<file path="config.mk">
export PLATFORM = sky130hd
export DESIGN_NAME = rx_char_filter
export DESIGN_NICKNAME = d
export VERILOG_FILES = /design/src/rtl/rxf_pkg.sv /design/src/rtl/rxf_opt_reg.sv /design/src/rtl/rxf_classify.sv /design/src/rtl/rxf_ctrl.sv /design/src/rtl/rx_char_filter.sv
export SDC_FILE = /design/constraint.sdc
export NUM_CORES = 1
export LEC_CHECK = 0
export ABC_CLOCK_PERIOD_IN_PS = 3200
export BUFFER_PORTS_ARGS = -buffer_cell sky130_fd_sc_hd__clkbuf_2
export CORE_MARGIN = 1.5
export CORE_UTILIZATION = 45
export CTS_BUF_LIST = sky130_fd_sc_hd__clkbuf_4
export CTS_CLUSTER_DIAMETER = 200
export DETAILED_ROUTE_END_ITERATION = 6
export PLACE_DENSITY = 0.89
export SLEW_MARGIN = 20
export SYNTH_ARGS = -nofsm -noshare
export SYNTH_HDL_FRONTEND = slang
export SYNTH_SLANG_ARGS = --single-unit
export TNS_END_PERCENT = 100
</file>
<file path="constraint.sdc">
create_clock -name clk -period 3.2 [get_ports clk]
set_clock_uncertainty 0.15 [all_clocks]
set_input_delay 0.32 -clock clk [delete_from_list [all_inputs] [get_ports clk]]
set_output_delay 0.32 -clock clk [all_outputs]
set_load 0.1 [all_outputs]
</file>
<file path="src/rtl/rxf_pkg.sv">
package rxf_pkg;
    parameter int CHAR_W = 8;

    localparam int OPT_STRIP  = 7;
    localparam int OPT_ESC    = 6;
    localparam int OPT_ERRCMP = 5;
    localparam int OPT_EOB    = 2;
    localparam logic [7:0] OPT_MASK = 8'hE4;

    typedef enum logic [1:0] {
        ST_OPEN,
        ST_HOLD,
        ST_WATCH,
        ST_WATCH_HOLD
    } rxf_state_e;

    typedef struct packed {
        logic strip;
        logic esc_en;
        logic err_cmp;
        logic eob_en;
    } rxf_cfg_t;

    typedef struct packed {
        logic [CHAR_W-1:0] data;
        logic              has_char;
        logic              match;
        logic              escaped;
        logic              brk_start;
        logic              brk_end;
    } rxf_item_t;
endpackage

</file>
<file path="src/rtl/rxf_opt_reg.sv">
module rxf_opt_reg
    import rxf_pkg::*;
(
    input  logic       clk,
    input  logic       rst_n,
    input  logic       wr,
    input  logic [7:0] wdata,
    output logic [7:0] rdata,
    output rxf_cfg_t   cfg
);
    logic [7:0] opt_q;

    always_ff @(posedge clk or negedge rst_n) begin
        if (!rst_n)
            opt_q <= 8'h00;
        else if (wr)
            opt_q <= wdata & OPT_MASK;
    end

    assign rdata       = opt_q;
    assign cfg.strip   = opt_q[OPT_STRIP];
    assign cfg.esc_en  = opt_q[OPT_ESC];
    assign cfg.err_cmp = opt_q[OPT_ERRCMP];
    assign cfg.eob_en  = opt_q[OPT_EOB];
endmodule

</file>
<file path="src/rtl/rxf_classify.sv">
module rxf_classify
    import rxf_pkg::*;
(
    input  rxf_cfg_t          cfg,
    input  logic              esc_armed,
    input  logic [CHAR_W-1:0] raw,
    input  logic              perr,
    input  logic              ferr,
    input  logic [CHAR_W-1:0] esc_char,
    input  logic [CHAR_W-1:0] match_char,
    output logic [CHAR_W-1:0] chr,
    output logic              match,
    output logic              escaped,
    output logic              esc_next
);
    logic cmp_ok;

    always_comb begin
        chr = raw;
        if (cfg.strip)
            chr[CHAR_W-1] = 1'b0;
        cmp_ok   = cfg.err_cmp || !(perr || ferr);
        escaped  = cfg.esc_en && esc_armed;
        match    = cmp_ok && !escaped && (chr == match_char);
        esc_next = cfg.esc_en && !escaped && (chr == esc_char);
    end
endmodule

</file>
<file path="src/rtl/rxf_ctrl.sv">
module rxf_ctrl
    import rxf_pkg::*;
(
    input  logic              clk,
    input  logic              rst_n,
    input  logic              eob_en,
    input  logic              in_valid,
    input  logic              in_break,
    input  logic              in_idle,
    input  logic              out_ack,
    input  logic [CHAR_W-1:0] chr,
    input  logic              match,
    input  logic              escaped,
    input  logic              esc_next,
    output logic              in_ready,
    output logic              esc_armed,
    output logic              out_valid,
    output rxf_item_t         item
);
    rxf_state_e state, state_nx;
    logic take, load_brk, load_chr, load_idle, watching;

    assign in_ready  = (state == ST_OPEN) || (state == ST_WATCH);
    assign out_valid = (state == ST_HOLD) || (state == ST_WATCH_HOLD);
    assign watching  = (state == ST_WATCH);
    assign take      = in_valid && in_ready;
    assign load_brk  = take && in_break && (state == ST_OPEN);
    assign load_chr  = take && !in_break;
    assign load_idle = watching && !take && in_idle;

    always_comb begin
        state_nx = state;
        unique case (state)
            ST_OPEN: begin
                if (take && in_break)
                    state_nx = eob_en ? ST_WATCH_HOLD : ST_HOLD;
                else if (take)
                    state_nx = ST_HOLD;
            end
            ST_HOLD:       if (out_ack) state_nx = ST_OPEN;
            ST_WATCH: begin
                if (take && !in_break)
                    state_nx = ST_HOLD;
                else if (!take && in_idle)
                    state_nx = ST_HOLD;
            end
            ST_WATCH_HOLD: if (out_ack) state_nx = ST_WATCH;
            default:       state_nx = ST_OPEN;
        endcase
    end

    always_ff @(posedge clk or negedge rst_n) begin
        if (!rst_n)
            state <= ST_OPEN;
        else
            state <= state_nx;
    end

    always_ff @(posedge clk or negedge rst_n) begin
        if (!rst_n) begin
            item      <= '0;
            esc_armed <= 1'b0;
        end else if (load_brk) begin
            item           <= '0;
            item.brk_start <= 1'b1;
        end else if (load_chr) begin
            item.data      <= chr;
            item.has_char  <= 1'b1;
            item.match     <= match;
            item.escaped   <= escaped;
            item.brk_start <= 1'b0;
            item.brk_end   <= watching;
            esc_armed      <= esc_next;
        end else if (load_idle) begin
            item         <= '0;
            item.brk_end <= 1'b1;
        end
    end
endmodule

</file>
<file path="src/rtl/rx_char_filter.sv">
module rx_char_filter
    import rxf_pkg::*;
(
    input  logic              clk,
    input  logic              rst_n,
    input  logic              cfg_wr,
    input  logic [7:0]        cfg_wdata,
    output logic [7:0]        cfg_rdata,
    input  logic [CHAR_W-1:0] esc_char,
    input  logic [CHAR_W-1:0] match_char,
    input  logic              in_valid,
    output logic              in_ready,
    input  logic [CHAR_W-1:0] in_data,
    input  logic              in_parity_err,
    input  logic              in_frame_err,
    input  logic              in_break,
    input  logic              in_idle,
    output logic              out_valid,
    input  logic              out_ack,
    output logic [CHAR_W-1:0] out_data,
    output logic              out_has_char,
    output logic              out_match,
    output logic              out_escaped,
    output logic              out_brk_start,
    output logic              out_brk_end
);
    rxf_cfg_t          cfg;
    rxf_item_t         item;
    logic [CHAR_W-1:0] chr;
    logic              match, escaped, esc_next, esc_armed;

    rxf_opt_reg u_opt (
        .clk   (clk),
        .rst_n (rst_n),
        .wr    (cfg_wr),
        .wdata (cfg_wdata),
        .rdata (cfg_rdata),
        .cfg   (cfg)
    );

    rxf_classify u_cls (
        .cfg        (cfg),
        .esc_armed  (esc_armed),
        .raw        (in_data),
        .perr       (in_parity_err),
        .ferr       (in_frame_err),
        .esc_char   (esc_char),
        .match_char (match_char),
        .chr        (chr),
        .match      (match),
        .escaped    (escaped),
        .esc_next   (esc_next)
    );

    rxf_ctrl u_ctl (
        .clk       (clk),
        .rst_n     (rst_n),
        .eob_en    (cfg.eob_en),
        .in_valid  (in_valid),
        .in_break  (in_break),
        .in_idle   (in_idle),
        .out_ack   (out_ack),
        .chr       (chr),
        .match     (match),
        .escaped   (escaped),
        .esc_next  (esc_next),
        .in_ready  (in_ready),
        .esc_armed (esc_armed),
        .out_valid (out_valid),
        .item      (item)
    );

    assign out_data      = item.data;
    assign out_has_char  = item.has_char;
    assign out_match     = item.match;
    assign out_escaped   = item.escaped;
    assign out_brk_start = item.brk_start;
    assign out_brk_end   = item.brk_end;
endmodule

</file>
==> results.toml <==
[worst_setup_path]
crit_path_start_kind = "flop"
critPathKind = "reg -> out"
critPathArrivalTime_ns = 1.38
worstPathRequired_ns = 2.73
r2r_setup_slack_ns = 1.53
crit_fanout = 6
critPathCaptureType = "primary output"

[detailed_routing]
routed_wirelength_um = 2410
vias = 926
firstDrtPassIters = 4
ant_nets = 0
post_drt_wl_per_cell_um = 13.9
drc = 0
viasPerCell = 5.32
drt_iter0_drc = 24

[sta]
fin_crit_ns = 1.85
maxSlewHeadroom = 0.634
fmax_mhz = 542
fin_crit_sh = 0.577
hold_viol = 0
rsz0062_at_grt = "false"
worstMarginPinSlew_ns = 0.551
tns_ns = 0
setup_viol = 0
slew_viol_final = 0

[global_routing]
grt_remaining_overflow = 0
grt_max_degree = 21
grt_pass1_vias = 899
antenna_found_initial = 0
grtUsageTotal = 0.208
grt_pass1_wl_um = 3950

[place]
placed_cells = 170
gp_congestion = 0.710
hpwl_um = 1880
port_buffers = 55

[yosys]
syn_area_um2 = 1020
synth.area.top_cells = "dfrtp_1, xnor2_1, a22o_1"
yosysUniqueCellTypes = 27
yosys.area.top_type_share = 0.492
ys_warn_count = 0
synth_top_area_cell = "dfrtp_1"
synth-seq-cells = 20
synth_area_per_cell_um2 = 11.1
ys_seq_area_frac = 0.492
syn_inst = 92

[die]
coreArea_um2 = 2170
row_count = 17
pin_count = 64
die_h_um = 50.5
die_w_um = 50.5
initial_core_util = 0.469
die-area_um2 = 2550

[pwr]
p_leak_nw = 0.679
seq_power_share = 0.304
total_power_mw = 1.20
power_density_nw_per_um2 = 917
switching_share = 0.599
power.share.clock = 0.096
combinationalPowerShare = 0.600
ir_drop_v = 0.000594
power.internal_mw = 0.482
power.switching_mw = 0.720

[clock_tree]
root_buffer = "clkbuf_4"
insertion_delay_ns = 0.29
ctsHtreeMaxLevel = 1
post_cts_buffers = 0
cts_sinks = 20
cts_tree = "built"
ctsLongestPathBuffers = 2
clk_pin_slew_ns = 0.11
cts_made_buffers = 3

[final_layout]
diodes = 0
final_core_util = 0.604
mostFrequentLayoutCells = "clkbuf_2, dfrtp_1, xnor2_1, a22o_1, xor2_1"
fin_nets = 189
drive_above_1_share = 0.438
area.growth.synth_to_final_pct = 28.9
fin_cells = 174
final_common_cell = "clkbuf_2"

[status]
status = "completed"

[min_path]
hp-class = "in -> reg"

[flow_run]
max_cap_violations = 0
[synth_stat cells]
library cell	number
a21boi_1	1
a21o_1	1
a21oi_1	4
a22o_1	8
a32o_1	1
and3b_1	1
buf_4	6
buf_6	1
clkbuf_1	1
conb_1	1
dfrtp_1	20
inv_1	2
mux2_2	4
nand2_1	3
nand2b_1	1
nand4_1	3
nor2_1	5
nor2_2	1
nor2b_1	1
nor4_1	2
o2111ai_1	1
o21ai_0	5
o21ai_1	1
o21ai_2	1
o22a_1	1
xnor2_1	9
xor2_1	7
[cell families after synthesis]
group           synth area share
other cells              0.00369
flops                      0.492
simple gates              0.0873
xor+xnor                   0.138
buf+inv                   0.0664
mux                       0.0443
compound gates             0.169
[power groups by stage]
stage | Sequential, mW | Combinational (mW) | Clock (mW)
after floorplan | 0.747 | 0.226 | 0
after global placement | 0.363 | 0.712 | 0
after detailed placement | 0.369 | 0.721 | 0
after CTS | 0.365 | 0.722 | 0.120
after global routing | 0.375 | 0.746 | 0.129
final | 0.365 | 0.722 | 0.115
[routing by layer]
layer | wire (um) | part of all wire | global-route usage | up-vias
met4 | 59 | 0.024 | 0.0901 | 0
met2 | 1300 | 0.54 | 0.373 | 48
li1 | - | - | - | 426
met5 | 0 | 0 | 0 | -
met1 | 929 | 0.38 | 0.244 | 444
met3 | 131 | 0.054 | 0.0357 | 8
[metrics by stage]
stage / cell area, um^2 / hold slack, ns / worst slack, ns
after floorplan: 1030 / -0.126 / 1.33
after global placement: 1280 / 0.153 / 1.65
after detailed placement: 1280 / 0.153 / 1.60
after CTS: 1310 / 0.0351 / 1.35
after global routing: 1310 / 0.0459 / 1.30
final: 1310 / 0.0389 / 1.35
[worst paths after layout]
check | start | endpoint | depth (start not counted)
worst max-delay path | u_ctl.state[0] | in_ready | 2
worst min-delay path | out_ack | u_ctl.state[0] | 2
worst max register to register | u_ctl.state[0] | u_ctl.esc_armed | 4
worst min register to register | u_ctl.item[4] | u_ctl.item[4] | 1
max in group asynchronous | rst_n | u_ctl.item[7] | 2
min in group asynchronous | rst_n | u_ctl.item[9] | 2
[layout make-up]
cell class,count,area [um^2]
inverters,2,7.51
clock buffers,3,22.5
multi-input cells,65,460
well taps,28,35.0
repair buffers,56,285
flip-flops and latches,20,500
fillers,194,858
[registers in the layout, indices dropped and copies added, names as in the netlist]
signal / cells
u_ctl.state: 2
u_ctl.item: 13
u_ctl.esc_armed: 1
u_opt.rdata: 4
[critical path, cell delays in order, from the launching register on]
cell	delay (ns)
dfrtp_1	0.46
inv_1	0.15
clkbuf_2	0.48
[what timing repair did]
action / 4_1_cts / 5_1_grt
hold buffers: 1 / 0
endpoints found under the hold margin: 20 / 0
gates resized for setup: 0 / 0
No activity file was read; power rests on OpenSTA's default activity.
